[src/rtl/mul17_pkg.sv]
// Package: shared widths and the request-mode record for the scaled multiplier.
// Assumes 16-bit operands; the derived widths follow from that choice.
package mul17_pkg;
    localparam int OP_W   = 16;
    localparam int BYTE_W = 8;
    localparam int ACC_W  = 40;

    // Per-request control flags, captured alongside the operands.
    typedef struct packed {
        logic a_signed;
        logic b_signed;
        logic frac;
        logic byte_sel;
    } mul_mode_t;
endpackage

[src/rtl/mul17_opnd_ext.sv]
// Operand extender: widens a 16-bit operand into one extra bit.
// In word mode the full operand is used, and bit OP_W is either a copy of
// the top bit (signed) or zero (unsigned). In byte mode only the low
// BYTE_W bits are used, extended the same way from bit BYTE_W-1.
// Assumes BYTE_W < OP_W.
module mul17_opnd_ext #(
    parameter int OP_W   = 16,
    parameter int BYTE_W = 8
) (
    input  logic [OP_W-1:0] x,
    input  logic            is_signed,
    input  logic            byte_sel,
    output logic [OP_W:0]   ext
);
    localparam int PAD_BYTE = OP_W + 1 - BYTE_W;

    logic fill_word;
    logic fill_byte;

    // Pick the fill bit for each width: sign copy or zero.
    always_comb begin
        fill_word = is_signed & x[OP_W-1];
        fill_byte = is_signed & x[BYTE_W-1];
    end

    // Select the word or byte view of the operand.
    always_comb begin
        if (byte_sel) begin
            ext = {{PAD_BYTE{fill_byte}}, x[BYTE_W-1:0]};
        end else begin
            ext = {fill_word, x};
        end
    end
endmodule

[src/rtl/mul17_pp_array.sv]
// Two's-complement partial-product array for two EXT_W-bit signed operands.
// Row i adds the multiplicand shifted by i when multiplier bit i is set.
// The top row has negative weight and is subtracted. The sum is kept to
// P_W = 2*EXT_W-1 bits: with operands that come from OP_W = EXT_W-1 bits,
// the true product always fits that width, so modular sums are exact.
module mul17_pp_array #(
    parameter int EXT_W = 17
) (
    input  logic [EXT_W-1:0]   a,
    input  logic [EXT_W-1:0]   b,
    output logic [2*EXT_W-2:0] prod
);
    localparam int P_W = 2 * EXT_W - 1;

    logic [P_W-1:0] a_sx;
    logic [P_W-1:0] row [EXT_W];

    // Sign-extend the multiplicand to the product width.
    always_comb begin
        a_sx = {{(P_W - EXT_W){a[EXT_W-1]}}, a};
    end

    // One gated, shifted copy of the multiplicand per multiplier bit.
    for (genvar i = 0; i < EXT_W; i++) begin : g_row
        always_comb begin
            row[i] = b[i] ? (a_sx << i) : '0;
        end
    end

    // Sum positive-weight rows and subtract the sign-weighted top row.
    always_comb begin
        logic [P_W-1:0] acc;
        acc = '0;
        for (int i = 0; i < EXT_W - 1; i++) begin
            acc = acc + row[i];
        end
        prod = acc - row[EXT_W-1];
    end
endmodule

[src/rtl/mul17_scaler.sv]
// Scaler: selects integer or fractional (shift left one) alignment of the
// SC_W-bit product, then sign-extends the result to ACC_W bits.
// In fractional mode the bit shifted out of the top is dropped.
// Assumes ACC_W > SC_W.
module mul17_scaler #(
    parameter int SC_W  = 33,
    parameter int ACC_W = 40
) (
    input  logic [SC_W-1:0]  prod,
    input  logic             frac,
    output logic [SC_W-1:0]  scaled,
    output logic [ACC_W-1:0] acc
);
    localparam int PAD = ACC_W - SC_W;

    // Align the product for Q31 or integer use.
    always_comb begin
        scaled = frac ? {prod[SC_W-2:0], 1'b0} : prod;
    end

    // Sign-extend the aligned value for the accumulator path.
    always_comb begin
        acc = {{PAD{scaled[SC_W-1]}}, scaled};
    end
endmodule

[src/rtl/mul17_scaled.sv]
// Top: signed/unsigned/mixed 17x17 multiplier with fractional scaler and a
// single output register. Operands and flags sampled with in_valid appear
// on the outputs one edge later; without in_valid the results hold.
// Synchronous active-low reset clears every output.
module mul17_scaled
    import mul17_pkg::*;
#(
    parameter int OPW   = OP_W,
    parameter int BW    = BYTE_W,
    parameter int AW    = ACC_W
) (
    input  logic          clk,
    input  logic          rst_n,
    input  logic          in_valid,
    input  logic [OPW-1:0] opa,
    input  logic [OPW-1:0] opb,
    input  logic          a_signed,
    input  logic          b_signed,
    input  logic          frac_mode,
    input  logic          byte_mode,
    output logic          out_valid,
    output logic [AW-1:0] acc_result,
    output logic [2*OPW-1:0] int_result
);
    localparam int EXT_W = OPW + 1;
    localparam int SC_W  = 2 * EXT_W - 1;
    localparam int INT_W = 2 * OPW;
    localparam int BP_W  = 2 * BW;

    mul_mode_t      mode;
    logic [EXT_W-1:0] a_ext;
    logic [EXT_W-1:0] b_ext;
    logic [SC_W-1:0]  prod;
    logic [SC_W-1:0]  scaled;
    logic [AW-1:0]    acc_nxt;
    logic [INT_W-1:0] int_nxt;

    // Gather the request flags into one record.
    always_comb begin
        mode = '{a_signed: a_signed, b_signed: b_signed,
                 frac: frac_mode, byte_sel: byte_mode};
    end

    mul17_opnd_ext #(.OP_W(OPW), .BYTE_W(BW)) u_ext_a (
        .x(opa), .is_signed(mode.a_signed), .byte_sel(mode.byte_sel), .ext(a_ext)
    );

    mul17_opnd_ext #(.OP_W(OPW), .BYTE_W(BW)) u_ext_b (
        .x(opb), .is_signed(mode.b_signed), .byte_sel(mode.byte_sel), .ext(b_ext)
    );

    mul17_pp_array #(.EXT_W(EXT_W)) u_array (
        .a(a_ext), .b(b_ext), .prod(prod)
    );

    mul17_scaler #(.SC_W(SC_W), .ACC_W(AW)) u_scaler (
        .prod(prod), .frac(mode.frac), .scaled(scaled), .acc(acc_nxt)
    );

    // Form the integer view: full word, or zero-padded byte product.
    always_comb begin
        if (mode.byte_sel) begin
            int_nxt = {{(INT_W - BP_W){1'b0}}, scaled[BP_W-1:0]};
        end else begin
            int_nxt = scaled[INT_W-1:0];
        end
    end

    // Output register: capture on request, hold otherwise.
    always_ff @(posedge clk) begin
        if (!rst_n) begin
            out_valid  <= 1'b0;
            acc_result <= '0;
            int_result <= '0;
        end else begin
            out_valid <= in_valid;
            if (in_valid) begin
                acc_result <= acc_nxt;
                int_result <= int_nxt;
            end
        end
    end

    AST_VALID_ONE_EDGE: assert property (@(posedge clk) disable iff (!rst_n)
        in_valid |=> out_valid);
    AST_IDLE_HOLDS: assert property (@(posedge clk) disable iff (!rst_n)
        !in_valid |=> (!out_valid && $stable(acc_result) && $stable(int_result)));
    AST_ACC_TOP_REPLICATED: assert property (@(posedge clk) disable iff (!rst_n)
        ($countones(acc_result[AW-1:SC_W-1]) == 0) ||
        ($countones(acc_result[AW-1:SC_W-1]) == AW - SC_W + 1));
    AST_UNSIGNED_NOT_NEG: assert property (@(posedge clk) disable iff (!rst_n)
        (in_valid && !a_signed && !b_signed && !frac_mode) |=> !acc_result[AW-1]);
    AST_WORD_INT_MATCHES: assert property (@(posedge clk) disable iff (!rst_n)
        (in_valid && !byte_mode) |=> (int_result == acc_result[INT_W-1:0]));
    AST_BYTE_UPPER_CLEAR: assert property (@(posedge clk) disable iff (!rst_n)
        (in_valid && byte_mode) |=> (int_result[INT_W-1:BP_W] == '0));
    AST_ZERO_OPERAND: assert property (@(posedge clk) disable iff (!rst_n)
        (in_valid && !byte_mode && opa == '0) |=> (acc_result == '0));
endmodule

[config.mk]
export PLATFORM = sky130hd
export DESIGN_NAME = mul17_scaled
export DESIGN_NICKNAME = d
export VERILOG_FILES = /design/src/rtl/mul17_pkg.sv /design/src/rtl/mul17_opnd_ext.sv /design/src/rtl/mul17_pp_array.sv /design/src/rtl/mul17_scaler.sv /design/src/rtl/mul17_scaled.sv
export SDC_FILE = /design/constraint.sdc
export NUM_CORES = 1
export LEC_CHECK = 0
export BUFFER_PORTS_ARGS = -buffer_cell sky130_fd_sc_hd__buf_2
export CORE_MARGIN = 2
export CORE_UTILIZATION = 60
export DETAILED_ROUTE_END_ITERATION = 12
export GPL_ROUTABILITY_DRIVEN = 0
export PLACE_DENSITY = 0.85
export SETUP_SLACK_MARGIN = 0.2
export SLEW_MARGIN = 20
export SYNTH_ARGS = -nofsm -noshare
export SYNTH_HDL_FRONTEND = slang
export SYNTH_SLANG_ARGS = --single-unit
[constraint.sdc]
create_clock -name clk -period 8.42 [get_ports clk]
set_input_delay 0.842 -clock clk [delete_from_list [all_inputs] [get_ports clk]]
set_output_delay 0.842 -clock clk [all_outputs]
set_load 0.01 [all_outputs]
Yosys cells after proc, flatten, opt, wreduce, memory -nomap -nowiden
Cells that the tools add are included.
{"block": "totals", "rom_bits": 0, "n_memories": 0, "inputBits": 39, "output_inout_bits": 73, "reg_bits": 66, "elab_cells": 44, "latch_bits": 0, "ram_bits": 0}
{"block": "classes", "n_eq_ne": 0, "bitwise": 4, "div": 0, "order_cmp": 0, "multipliers": 0, "reduce_logical": 0, "shift": 0, "add_sub_neg": 16, "n_mux": 21}
{"cell": "two-way mux 33 bit", "n": 18}
{"cell": "adder 33 bit", "n": 15}
{"cell": "two-way mux 17 bit", "n": 2}
{"cell": "subtractor 33 bit", "n": 1}
{"cell": "two-way mux 32 bit", "n": 1}
{"cell": "bitwise AND 1 bit", "n": 4}

Logic depth before layout (Yosys ltp)
{"block": "logic_depth", "ltp_word": 21, "mapped_depth": 28}

Modules after synthesis
Synthesis repeated with hierarchy kept, for this count alone.
{"block": "hier_totals", "cells_unflattened": 1503, "hier_area_um2": 14238.7}
{"module": "mul17_pp_array", "instances": 1, "cells_per_inst": 1116, "area_per_inst_um2": 10254.8, "seq_area_each_um2": 0.0}
{"module": "mul17_scaled", "instances": 1, "cells_per_inst": 254, "area_per_inst_um2": 2771.4, "seq_area_each_um2": 1461.4}
{"module": "mul17_scaler", "instances": 1, "cells_per_inst": 77, "area_per_inst_um2": 847.1, "seq_area_each_um2": 0.0}
{"module": "mul17_opnd_ext", "instances": 2, "cells_per_inst": 28, "area_per_inst_um2": 182.7, "seq_area_each_um2": 0.0}

Least setup slack after synthesis
Ideal clock, no wire load.
{"block": "synth_timing", "path_type": "input port to flip-flop", "from": "input port byte_mode", "to": "register int_result[21]", "arrival_ns": 6.971, "setup_ns": 0.118, "setup_slack_ns": 1.331, "path_stages": 25, "required_ns": 8.302, "path_cell_list": "clkbuf_1 -> clkbuf_1 -> clkbuf_1 -> o21ai_1 -> clkbuf_1 -> nand2_1 -> fa_1 -> inv_1 -> fa_1 -> fa_1 -> fa_1 -> fa_1 -> inv_1 -> fa_1 -> inv_1 -> ha_1 -> a21oi_4 -> nand2_1 -> a211oi_2 -> a21boi_1 -> or4_1 -> a21oi_1 -> a211oi_2 -> a22oi_1 -> nor2b_1"}
{"block": "synth_between", "elab_chain_len": 20, "word_cells_on_any_way": 37}
{"element": "start: declaration", "line_no": "mul17_scaled.sv:20", "rtl": "input logic byte_mode,"}
{"element": "two-way mux 17 bit", "line_no": "mul17_opnd_ext.sv:28", "rtl": "if (byte_sel) begin"}
{"element": "two-way mux 33 bit", "line_no": "mul17_pp_array.sv:26", "rtl": "row[i] = b[i] ? (a_sx << i) : '0;"}
{"element": "adder 33 bit (15 in a row)", "line_no": "mul17_pp_array.sv:35", "rtl": "acc = acc + row[i];"}
{"element": "subtractor 33 bit", "line_no": "mul17_pp_array.sv:37", "rtl": "prod = acc - row[EXT_W-1];"}
{"element": "two-way mux 33 bit", "line_no": "mul17_scaler.sv:18", "rtl": "scaled = frac ? {prod[SC_W-2:0], 1'b0} : prod;"}
{"element": "two-way mux 32 bit (*)", "line_no": "mul17_scaled.sv:62", "rtl": "if (mode.byte_sel) begin"}
{"element": "end signal: assignment", "line_no": "mul17_scaled.sv:79", "rtl": "int_result <= int_nxt;"}
{"element": "end: declaration", "line_no": "mul17_scaled.sv:23", "rtl": "output logic [2*OPW-1:0] int_result"}
Every way passes the cells marked *; elsewhere a longest branch is shown, timed or not.
A chain may end at the register's enable or synchronous reset.

Worst setup path after layout
{"block": "layout_timing", "from": "input port byte_mode", "to": "register int_result[25]"}
Same word-level chain as after synthesis.

==> results.txt <==
----------------------------------------------------
[Clocking]
  CTS Buffer Depth ... 2
  Clock tree root buffer cell ... sky130_fd_sc_hd__clkbuf_16
  Clock latency on the worst-skew pair ... 0.29 ns
  Clock Sink Count ... 50
  Clock tree from TritonCTS ... done
  Inserted Clock Buffers ... 5
  Post-cts gate resize count ... 0
  Hold buffers post-CTS ... 0
  Buffer count from post-CTS setup fixing ... 0
  Clock transition at path regs ... 0.07 ns
  Number of H-tree levels ... 2

[Logic synthesis]
  Warning count from the yosys run ... 0
  Total standard cell area after synthesis ... 12800 um^2
  Post-synthesis area per instance ... 9.08 um^2
  Gate count after technology mapping ... 1411
  Top post-synthesis cells by area ... sky130_fd_sc_hd__fa_1 (46%), sky130_fd_sc_hd__inv_1 (8.7%), sky130_fd_sc_hd__dfxtp_1 (7.8%)
  Cell variety after synth ... 64
  Async SR Flop Fraction ... 0
  Post-synthesis net count ... 1816
  Leading area contributor after synthesis ... sky130_fd_sc_hd__fa_1
  Most used flip-flop cell after synthesis ... sky130_fd_sc_hd__dfxtp_1
  Seq/Total Area, Yosys ... 0.0781
  Top-area cell type share of the netlist area ... 0.458
  Total of flip-flops plus latches after synthesis ... 50
  Post-synth EDFFs ... 0

[Floorplan]
  Placeable core area ... 21000 um^2
  Initial standard-cell utilization of the core ... 0.609
  Std-Cell Rows ... 53
  Die area ... 22500 um^2
  Floorplan die width ... 150 um
  Top-Level Pins ... 112
  Die Height ... 150 um

[Finish]
  Most frequent standard cell in the layout excluding fill and tap cells ... sky130_fd_sc_hd__inv_1
  Area of all placed cells without fillers ... 13600 um^2
  Total area of multi-input combinational cells ... 10200 um^2
  Most frequent cells in the layout ... sky130_fd_sc_hd__inv_1 (298), sky130_fd_sc_hd__fa_1 (293), sky130_fd_sc_hd__nand2_1 (232), sky130_fd_sc_hd__buf_2 (111), sky130_fd_sc_hd__and2_1 (110)
  Utilization after layout ... 0.645
  Filler instances ... 1690
  Diodes inserted ... 0
  Net count reported at finish ... 1868
  Sequential Area ... 1000 um^2
  Proportion of layout cells with a drive suffix above 1 ... 0.105
  Area added between synthesis and finish ... 5.79%

[Setup path]
  Worst Path Required ... 8.59 ns
  Data arrival, critical path ... 7.73 ns
  Number of buffer and inverter instances along the worst setup path ... 5
  Crit path largest cell delay ... 0.69 ns
  Maximum fanout along the worst path ... 25
  Most frequent cell on the critical path ... sky130_fd_sc_hd__fa_1
  Worst setup path category ... input pin to flop
  Critical Path, Cell by Cell ... buf_2, nand3_1, o21ai_1, and2_1, fa_1, inv_1, fa_1, fa_1, inv_1, fa_1, fa_1, inv_1, fa_1, inv_1, ha_1, nand4_1, nor2_1, nand3_1, a21oi_1, nand2b_1, xor2_1, a21oi_1, a21boi_0, nor3_1
  Worst path depth ... 24
  Launching element type of the critical path ... input pin
  Critical-path cell with the highest stage delay ... sky130_fd_sc_hd__o21ai_1
  Crit path capture type ... flop
  Cell family with most CP delay ... adder cells
  Worst reg2reg path depth ... 2

[STA]
  Unrepaired setup endpoints after global routing ... false
  Final hold viol count ... 0
  Remaining max-slew budget at the tightest pin ... 0.275
  Slew at the pin closest to its max-slew limit ... 1.08 ns
  Final critical-path share of the clock period ... 0.898
  Final sum of negative setup slack ... 0 ns
  Final critical delay including setup and external delays ... 7.56 ns
  Endpoints failing setup ... 0
  Maximum clock frequency ... 132 MHz
  Max-slew violation total from the final report ... 0
  Worst clock skew ... 0 ns

[GRT]
  Initial antenna violation count ... 0
  Number of global-route vias before repair ... 10800
  Total congestion overflow ... 0
  All-layer global routing usage ... 0.272
  Maximum number of pins on one net before global-route repair ... 62
  Global-route wire length before repair ... 48.9 mm

[Drt]
  Total number of vias ... 9639
  Drt total wl ... 28.7 mm
  Wire per inst ... 16.5 um
  Antenna-violating nets left ... 0
  DRC viols ... 0
  Via density per instance ... 5.54
  Number of optimization iterations in the first detailed-route pass ... 5
  Initial DRC Count ... 461

[Worst hold path]
  Type of the most critical hold path ... flop to flop
  Hold path cells ... 2

[Place]
  Count of port buffers added during placement ... 111
  Placed cell area ... 13400 um^2
  Detail Placement HPWL ... 24.4 mm

[Run]
  MaxCap Viol Count ... 0

[Status]
  Run status ... completed

----------------------------------------------------
## per-layer routing
metal | GRT usage | part of all wire
met1 | 0.314 | 0.36
met2 | 0.497 | 0.54
met3 | 0.0333 | 0.045
met4 | 0.135 | 0.054
met5 | 0 | 0
## cells in the mapped netlist (5+ instances only)
library cell,number
sky130_fd_sc_hd__o21ai_1,20
sky130_fd_sc_hd__and2_1,110
sky130_fd_sc_hd__nand3_1,7
sky130_fd_sc_hd__inv_1,298
sky130_fd_sc_hd__xnor2_1,29
sky130_fd_sc_hd__mux2i_1,21
sky130_fd_sc_hd__nand2_1,232
sky130_fd_sc_hd__a31oi_1,5
sky130_fd_sc_hd__a21oi_1,31
sky130_fd_sc_hd__o211a_1,11
sky130_fd_sc_hd__a21o_1,5
sky130_fd_sc_hd__nor2b_1,10
sky130_fd_sc_hd__nand2b_1,6
sky130_fd_sc_hd__clkbuf_1,52
sky130_fd_sc_hd__buf_4,23
sky130_fd_sc_hd__dfxtp_1,50
sky130_fd_sc_hd__nor2_1,23
sky130_fd_sc_hd__fa_1,293
sky130_fd_sc_hd__xor2_1,10
sky130_fd_sc_hd__o21ai_0,26
sky130_fd_sc_hd__ha_1,73
## sequential cells by signal, indices dropped and copies added, names as in the netlist
signal and flops:
acc_result 33, int_result 16, out_valid 1
## cells by family (layout without fill, tap and decap cells)
kind of cell / after synthesis / count (layout) / share of synthesized area
muxes: 22 / 22 / 0.0173
buffers and inverters: 383 / 436 / 0.123
and+or+nand+nor: 405 / 405 / 0.149
adders and majority gates: 366 / 366 / 0.529
AOI/OAI and AO/OA: 146 / 146 / 0.0771
DFF: 50 / 50 / 0.0781
xor gates and xnor gates: 39 / 39 / 0.0267
## stage by stage
step	instances	worst slack, ns	hold WS, ns
after floorplan	1411	1.33	0.474
final	1739	0.858	0.452
after CTS	1739	0.946	0.452
after global routing	1739	0.473	0.495
after global placement	1731	0.901	0.436
after detailed placement	1731	0.672	0.442
## worst register-to-register path, stage by stage (launching register included)
cell and delay [ns]:
sky130_fd_sc_hd__dfxtp_1 0.32, sky130_fd_sc_hd__or2_2 0.27, sky130_fd_sc_hd__o311a_1 0.12
## path summary, 6_finish.rpt
check            startpoint             end  slack, ns
max               byte_mode  int_result[25]       0.86
min          int_result[30]  int_result[30]       0.45
max reg2reg  acc_result[13]  acc_result[13]       7.60
min reg2reg  int_result[30]  int_result[30]       0.45
## layout make-up
type,instances,area share
clock inverters,2,0.00120
inverters,298,0.0825
multi-input cells,978,0.755
flip-flops and latches,50,0.0739
repair buffers,130,0.0515
well taps,275,0.0254
clock buffers,6,0.0102
Power is not shown: default switching activity piles up to over one toggle a cycle in this logic, so the estimate is an artifact.
